`src/rtl/pw_pkg.sv`:
```
package pw_pkg;
   typedef enum logic [1:0] {
      PW_IDLE     = 2'd0,
      PW_READ_PDE = 2'd1,
      PW_READ_PTE = 2'd2,
      PW_DONE     = 2'd3
   } pw_state_e;
endpackage

```
`src/rtl/pw_entry_addr.sv`:
```
module pw_entry_addr #(
   parameter int PA_W    = 32,
   parameter int OFF_W   = 12,
   parameter int IDX_W   = 10,
   parameter int ENTRY_W = 32
) (
   input  logic [PA_W-OFF_W-1:0] frame,
   input  logic [IDX_W-1:0]      index,
   output logic [PA_W-1:0]       addr
);
   localparam int ALIGN_W = $clog2(ENTRY_W / 8);

   always_comb begin
      addr = {frame, index, {ALIGN_W{1'b0}}};
   end
endmodule

```
`src/rtl/pw_phys_compose.sv`:
```
module pw_phys_compose #(
   parameter int LA_W        = 32,
   parameter int PA_W        = 32,
   parameter int OFF_W       = 12,
   parameter int IDX_W       = 10,
   parameter int ENTRY_W     = 32,
   parameter bit LARGE_PAGES = 1'b1
) (
   input  logic [ENTRY_W-1:0] entry,
   input  logic [LA_W-1:0]    laddr,
   input  logic               large_sel,
   output logic [PA_W-1:0]    paddr
);
   localparam int LOFF_W = OFF_W + IDX_W;

   logic [PA_W-1:0] small_pa;
   assign small_pa = {entry[ENTRY_W-1:OFF_W], laddr[OFF_W-1:0]};

   generate
      if (LARGE_PAGES) begin : g_large
         logic [PA_W-1:0] large_pa;
         assign large_pa = {entry[ENTRY_W-1:LOFF_W], laddr[LOFF_W-1:0]};
         assign paddr    = large_sel ? large_pa : small_pa;
      end else begin : g_small_only
         logic unused_sel;
         assign unused_sel = large_sel;
         assign paddr      = small_pa;
      end
   endgenerate
endmodule

```
`src/rtl/pw_ctrl.sv`:
```
module pw_ctrl
   import pw_pkg::*;
(
   input  logic      clk,
   input  logic      rst_n,
   input  logic      req_valid,
   input  logic      rsp_ready,
   input  logic      mem_rd_valid,
   input  logic      entry_present,
   input  logic      entry_large,
   output pw_state_e state,
   output logic      accept,
   output logic      pde_take,
   output logic      finish
);
   pw_state_e state_q, state_d;

   assign state    = state_q;
   assign accept   = (state_q == PW_IDLE) && req_valid;
   assign pde_take = (state_q == PW_READ_PDE) && mem_rd_valid;
   assign finish   = mem_rd_valid &&
                     ((state_q == PW_READ_PTE) ||
                      ((state_q == PW_READ_PDE) && (!entry_present || entry_large)));

   always_comb begin
      state_d = state_q;
      unique case (state_q)
         PW_IDLE:     if (req_valid) state_d = PW_READ_PDE;
         PW_READ_PDE: if (mem_rd_valid) state_d = finish ? PW_DONE : PW_READ_PTE;
         PW_READ_PTE: if (mem_rd_valid) state_d = PW_DONE;
         PW_DONE:     if (rsp_ready) state_d = PW_IDLE;
         default:     state_d = PW_IDLE;
      endcase
   end

   always_ff @(posedge clk or negedge rst_n) begin
      if (!rst_n) state_q <= PW_IDLE;
      else        state_q <= state_d;
   end
endmodule

```
`src/rtl/pt_walker.sv`:
```
module pt_walker
   import pw_pkg::*;
#(
   parameter int LA_W        = 32,
   parameter int PA_W        = 32,
   parameter int ENTRY_W     = 32,
   parameter int OFF_W       = 12,
   parameter int IDX_W       = 10,
   parameter int PRESENT_BIT = 0,
   parameter int LARGE_BIT   = 7,
   parameter bit LARGE_PAGES = 1'b1
) (
   input  logic               clk,
   input  logic               rst_n,
   input  logic               req_valid,
   output logic               req_ready,
   input  logic [LA_W-1:0]    req_laddr,
   output logic               rsp_valid,
   input  logic               rsp_ready,
   output logic [PA_W-1:0]    rsp_paddr,
   output logic               rsp_fault,
   output logic               mem_rd_req,
   output logic [PA_W-1:0]    mem_rd_addr,
   input  logic               mem_rd_valid,
   input  logic [ENTRY_W-1:0] mem_rd_data,
   input  logic [PA_W-1:0]    dir_base,
   input  logic               large_en
);
   localparam int FRAME_W = PA_W - OFF_W;
   localparam int ALIGN_W = $clog2(ENTRY_W / 8);
   localparam int HI_LO   = OFF_W + IDX_W;

   generate
      if (LA_W != 2 * IDX_W + OFF_W) begin : g_bad_la
         $error("LA_W must equal two indices plus the page offset");
      end
      if (FRAME_W + IDX_W + ALIGN_W != PA_W) begin : g_bad_pa
         $error("frame, index and alignment must fill PA_W");
      end
      if (ENTRY_W != PA_W) begin : g_bad_entry
         $error("ENTRY_W must equal PA_W");
      end
      if (PRESENT_BIT >= OFF_W || LARGE_BIT >= OFF_W || PRESENT_BIT == LARGE_BIT) begin : g_bad_flags
         $error("flag bits must be distinct and below the frame field");
      end
   endgenerate

   pw_state_e          state;
   logic               accept, pde_take, finish;
   logic [LA_W-1:0]    la_q;
   logic [FRAME_W-1:0] base_q;
   logic [FRAME_W-1:0] pde_frame_q;
   logic               large_en_q;
   logic               entry_present, entry_large;
   logic [PA_W-1:0]    pde_addr, pte_addr, composed;
   logic [PA_W-1:0]    paddr_q;
   logic               fault_q;

   assign entry_present = mem_rd_data[PRESENT_BIT];

   generate
      if (LARGE_PAGES) begin : g_large_hit
         assign entry_large = large_en_q && mem_rd_data[LARGE_BIT];
      end else begin : g_no_large
         logic unused_large;
         assign unused_large = large_en_q ^ mem_rd_data[LARGE_BIT];
         assign entry_large  = 1'b0;
      end
   endgenerate

   pw_ctrl u_ctrl (
      .clk           (clk),
      .rst_n         (rst_n),
      .req_valid     (req_valid),
      .rsp_ready     (rsp_ready),
      .mem_rd_valid  (mem_rd_valid),
      .entry_present (entry_present),
      .entry_large   (entry_large),
      .state         (state),
      .accept        (accept),
      .pde_take      (pde_take),
      .finish        (finish)
   );

   pw_entry_addr #(.PA_W(PA_W), .OFF_W(OFF_W), .IDX_W(IDX_W), .ENTRY_W(ENTRY_W)) u_pde_addr (
      .frame (base_q),
      .index (la_q[LA_W-1:HI_LO]),
      .addr  (pde_addr)
   );

   pw_entry_addr #(.PA_W(PA_W), .OFF_W(OFF_W), .IDX_W(IDX_W), .ENTRY_W(ENTRY_W)) u_pte_addr (
      .frame (pde_frame_q),
      .index (la_q[HI_LO-1:OFF_W]),
      .addr  (pte_addr)
   );

   pw_phys_compose #(
      .LA_W(LA_W), .PA_W(PA_W), .OFF_W(OFF_W), .IDX_W(IDX_W),
      .ENTRY_W(ENTRY_W), .LARGE_PAGES(LARGE_PAGES)
   ) u_compose (
      .entry     (mem_rd_data),
      .laddr     (la_q),
      .large_sel (state == PW_READ_PDE),
      .paddr     (composed)
   );

   always_ff @(posedge clk or negedge rst_n) begin
      if (!rst_n) begin
         la_q        <= '0;
         base_q      <= '0;
         large_en_q  <= 1'b0;
         pde_frame_q <= '0;
         paddr_q     <= '0;
         fault_q     <= 1'b0;
      end else begin
         if (accept) begin
            la_q       <= req_laddr;
            base_q     <= dir_base[PA_W-1:OFF_W];
            large_en_q <= large_en;
         end
         if (pde_take) begin
            pde_frame_q <= mem_rd_data[ENTRY_W-1:OFF_W];
         end
         if (finish) begin
            fault_q <= !entry_present;
            paddr_q <= entry_present ? composed : '0;
         end
      end
   end

   logic unused_base;
   assign unused_base = ^dir_base[OFF_W-1:0];

   assign req_ready   = (state == PW_IDLE);
   assign mem_rd_req  = (state == PW_READ_PDE) || (state == PW_READ_PTE);
   assign mem_rd_addr = (state == PW_READ_PDE) ? pde_addr : pte_addr;
   assign rsp_valid   = (state == PW_DONE);
   assign rsp_paddr   = paddr_q;
   assign rsp_fault   = fault_q;
endmodule

```
`config.mk`:
```
export PLATFORM = sky130hd
export DESIGN_NAME = pt_walker
export DESIGN_NICKNAME = d
export VERILOG_FILES = /design/src/rtl/pw_pkg.sv /design/src/rtl/pw_entry_addr.sv /design/src/rtl/pw_phys_compose.sv /design/src/rtl/pw_ctrl.sv /design/src/rtl/pt_walker.sv
export SDC_FILE = /design/constraint.sdc
export NUM_CORES = 1
export LEC_CHECK = 0
export ABC_AREA = 1
export BUFFER_PORTS_ARGS = -buffer_cell sky130_fd_sc_hd__buf_2
export CORE_UTILIZATION = 30
export DETAILED_ROUTE_END_ITERATION = 10
export RECOVER_POWER = 100
export SYNTH_ARGS = -nofsm -noshare
export SYNTH_HDL_FRONTEND = slang
export SYNTH_SLANG_ARGS = --single-unit
```
`constraint.sdc`:
```
create_clock -name clk -period 1.5 [get_ports clk]
set_input_delay 0.075 -clock clk [delete_from_list [all_inputs] [get_ports clk]]
set_output_delay 0.075 -clock clk [all_outputs]
set_load 0.1 [all_outputs]
```
Word level (Yosys, flattened, before mapping)
Index checks and enable logic that the tools add are counted.
{"block": "word_totals", "regBits": 108, "inputBits": 102}
{"block": "classes", "n_eq_ne": 7, "muxes": 9, "reduce_logical": 11}
{"op": "$mux W32", "n": 2}
{"op": "$mux W22", "n": 1}
{"op": "$mux W2", "n": 4}
{"op": "$pmux W2 S4", "n": 1}
{"op": "$ne A2 B2 Y1 const B", "n": 3}
{"op": "$logic_and A1 B1 Y1", "n": 5}
{"op": "$eq A2 B2 Y1 const B", "n": 2}
{"op": "$reduce_and A4 Y1", "n": 1}
{"op": "$logic_or A1 B1 Y1", "n": 3}
{"op": "$eq A2 B1 Y1 const B", "n": 1}
{"op": "$logic_not A2 Y1", "n": 1}
{"op": "$ne A2 B1 Y1 const B", "n": 1}
{"op": "$logic_not A1 Y1", "n": 1}
{"op": "$mux W1", "n": 1}

Depth between registers and ports, before layout
{"block": "logic_depth", "ltp_word": 8, "ltp_mapped": 10, "depth_no_buf": 8}

Cells and area by module
From an unflattened synthesis, not the netlist that was laid out.
{"block": "unflattened", "cells_unflattened": 722, "hier_area_um2": 5619.1}
{"mod": "pt_walker", "instances": 1, "cells_each": 565, "area_per_inst_um2": 4598.2, "seq_area_each_um2": 2652.5}
{"mod": "pw_entry_addr", "instances": 2, "cells_each": 33, "area_per_inst_um2": 244.0, "seq_area_each_um2": 0.0}
{"mod": "pw_phys_compose", "instances": 1, "cells_each": 54, "area_per_inst_um2": 292.8, "seq_area_each_um2": 0.0}
{"mod": "pw_ctrl", "instances": 1, "cells_each": 37, "area_per_inst_um2": 240.2, "seq_area_each_um2": 50.0}

Worst setup path after synthesis
No wires, ideal clock.
{"block": "synth_timing", "kind": "flip-flop to output port", "from": "register u_ctrl.state_q[1] (netlist: u_ctrl.state[1])", "to": "output port mem_rd_addr[10]", "arrival_time_ns": 3.053, "path_slack_ns": -1.628, "path_stages_with_launch": 6, "path_buffers": 2, "cell_sequence": "dfrtp_1 inv_1 ha_1 buf_4 clkbuf_1 o21ai_0"}
{"block": "synth_between", "elab_chain_len": 2}
{"element": "start: declaration", "line_no": "pw_ctrl.sv:16", "source": "pw_state_e state_q, state_d;"}
{"element": "start signal: assignment", "line_no": "pw_ctrl.sv:38", "source": "else state_q <= state_d;"}
{"element": "$eq A2 B1 Y1", "line_no": "pt_walker.sv:136", "source": "assign mem_rd_addr = (state == PW_READ_PDE) ? pde_addr : pte_addr;"}
{"element": "$mux W32", "line_no": "pt_walker.sv:136"}
{"element": "end: declaration", "line_no": "pt_walker.sv:23", "source": "output logic [PA_W-1:0] mem_rd_addr,"}
Every way passes these cells.

Worst setup path after layout
Ends and elaborated chain as after synthesis.

==> results.json <==
{
  "status": "finished, violations left",
  "violations": "negative setup slack",
  "worstSetupStartpointType": "flip-flop",
  "netlist_instances": 496,
  "relSlewSlack": 0.353,
  "fin_crit_sh": 1.16,
  "io_buffers": 145,
  "grt_pass1_vias": 4633,
  "critical_path_required_ps": 1420,
  "drt_first_pass_iters": 4,
  "start_util": 0.309,
  "met3_usage": 0.0394,
  "clkTransAtPathRegs_ps": 70,
  "drive_above_1_share": 0.553,
  "ys_warn_count": 0,
  "cp_top_family": "buffers and inverters",
  "critPathKind": "reg2out",
  "grt_pass1_wl_microns": 23300,
  "min_path_type": "in2reg",
  "viasPerCell": 4.60,
  "yosysTopAreaCell": "dfrtp_1",
  "setup_ws_ps": -237,
  "avgSynthCellArea_sq_um": 9.53,
  "cap_violations": 0,
  "die_h_microns": 128,
  "met2_usage": 0.345,
  "layout_min_cycle_time_ps": 1740,
  "drc": 0,
  "crit_path_cell_trace": "inv_2, ha_4, buf_8, clkbuf_16, nand2_2, o21ai_4, buf_12",
  "critPathBufInv": 4,
  "cts_tree": "done",
  "synth.cell_area_sq_um": 4730,
  "grt-ovfl-total": 0,
  "cp_max_fo": 5,
  "grt_use_met1": 0.221,
  "antennaDiodeCount": 0,
  "nets": 853,
  "die_w_microns": 128,
  "design_area_sq_um": 9180,
  "slowest_stage": "dfrtp_1",
  "insertion_delay_ps": 350,
  "routed_wl_microns": 16400,
  "top_usage_layer": "met2",
  "multi_input_area_sq_um": 3000,
  "numCtsBuffers": 9,
  "vias": 4419,
  "antenna_found_initial": 0,
  "clock_path_buffers": 2,
  "cts_max_level": 3,
  "fillers": 1220,
  "drt_iter0_markers": 225,
  "hpwl_microns": 8950,
  "rsz0062_at_grt": "true",
  "max_stage_delay_ps": 390,
  "cts_root_buf": "clkbuf_16",
  "crit_arrival_ps": 1660,
  "areaGrowthSynthToFinish_pct": 94.1,
  "die_area_sq_um": 16300,
  "rows": 45,
  "r2r_slack_ps": -140,
  "grt_max_degree": 53,
  "setup_viol": 118,
  "max_freq_mhz": 576,
  "postPlaceCellArea_sq_um": 6760,
  "ant_nets": 0,
  "ys_ff_latch": 108,
  "gp_congestion": 0.794,
  "finalHoldViolCount": 0,
  "drv_slew": 0,
  "cts_sinks": 108,
  "grt_use_total": 0.188,
  "core-area_sq_um": 15300,
  "seq_area_sq_um": 2700,
  "yosys.area.top_type_share": 0.572,
  "end_kind": "output pin",
  "wire_per_inst_microns": 17.0,
  "finalClockSkew_ps": 5.76,
  "worst_pin_slew_ps": 970,
  "num_io_pins": 170,
  "synthTopCellsByArea": "dfrtp_1 (57%), nand2_1 (17%), mux2_2 (10%), o21ai_0 (3.8%), o211ai_1 (1.6%)",
  "synth.distinct_cells": 20,
  "seq_area_frac_synth": 0.572
}
==> timing repair <==
item / 4_1_cts / 5_1_grt
cloned: 13 / 8
endpoints found under the hold margin: 191 / 0
hold buffers: 74 / 0
buffers inserted: 11 / 7
gates resized for setup: 106 / 159
setup endpoints to repair: 65 / 112
pin swaps: 4 / 11
==> worst reg2reg max path, stage by stage (launching register included) <==
cell and delay (ps):
dfrtp_1 400, buf_6 130, inv_6 40, buf_6 110, ha_4 170, nand2_8 150, clkbuf_16 210, mux2_4 310
==> placed cells by master (no fill, tap or decap), drive strengths merged, types with 2 or more instances in the layout <==
cell           n
o211ai        10
conb           2
clkbuf        54
nand2        211
mux2          43
o21ai         45
clkinv         2
dfrtp        108
a21oi         11
nor2          12
ha             5
dlygate4sd3   74
buf          153
inv           18
==> layer usage <==
layer	vias to the layer above	share of wire
li1	2091	-
met5	-	0
met2	127	0.52
met4	0	0.016
met3	15	0.039
met1	2186	0.43
==> per-stage QoR <==
| step | hold WS (ps) | util | setup slack, ps | instances | TNS (ps) |
|---|---|---|---|---|---|
| 2_1_floorplan | -221 | - | -65.7 | 497 | -4130 |
| 4_1_cts | 104 | 0.551 | -247 | 952 | -10460 |
| 3_5_place_dp | -37.9 | 0.441 | -62.0 | 839 | -715 |
| 5_1_grt | 125 | 0.599 | -290 | 961 | -24200 |
| 3_3_place_gp | -42.5 | 0.441 | 24.7 | 839 | 0 |
| 6_report | 122 | 0.599 | -237 | 961 | -15300 |
==> Yosys cell counts (all sizes together) <==
master / instances
nand2: 210
buf: 17
dfrtp: 108
nand3: 1
mux2: 43
a21oi: 11
inv: 18
ha: 5
o21ai: 45
o211ai: 10
nor2: 12
clkbuf: 15
conb: 1
==> layout make-up <==
class	count	share of cell area
multi-input combinational	340	0.327
timing repair buffer	269	0.312
sequential	108	0.295
tap	211	0.0288
clock buffer	13	0.0284
inverter	18	0.00845
clock inverter	2	0.00109
==> flip-flops by register name, indices dropped and copies added (netlist names) <==
register and count:
rsp_fault 1, pde_frame_q 20, rsp_paddr 32, la_q 32, large_en_q 1, base_q 20
u_ctrl.state 2
==> logic make-up after synthesis <==
logic type / count (synthesis) / share of synthesized area
mux: 43 / 0.102
buf+inv: 50 / 0.0524
compound gates: 66 / 0.0815
fa+ha+maj: 5 / 0.0132
flops: 108 / 0.572
other cells: 1 / 0.000793
simple gates: 223 / 0.178
==> worst paths after layout <==
kind,to,start,cells past startpoint
hold reg to reg,pde_frame_q[19]$_DFFE_PN0P_,pde_frame_q[19]$_DFFE_PN0P_,2
setup / recovery,mem_rd_addr[10],u_ctrl.state[1]$_DFFE_PN0P_,7
max in group asynchronous,base_q[10]$_DFFE_PN0P_,rst_n,3
setup reg to reg,base_q[9]$_DFFE_PN0P_,u_ctrl.state[0]$_DFFE_PN0P_,7
min in group asynchronous,la_q[27]$_DFFE_PN0P_,rst_n,2
hold / removal,rsp_paddr[25]$_DFFE_PN0P_,mem_rd_data[0],3
Power is not shown: default switching activity piles up to over one toggle a cycle in this logic, so the estimate is an artifact.
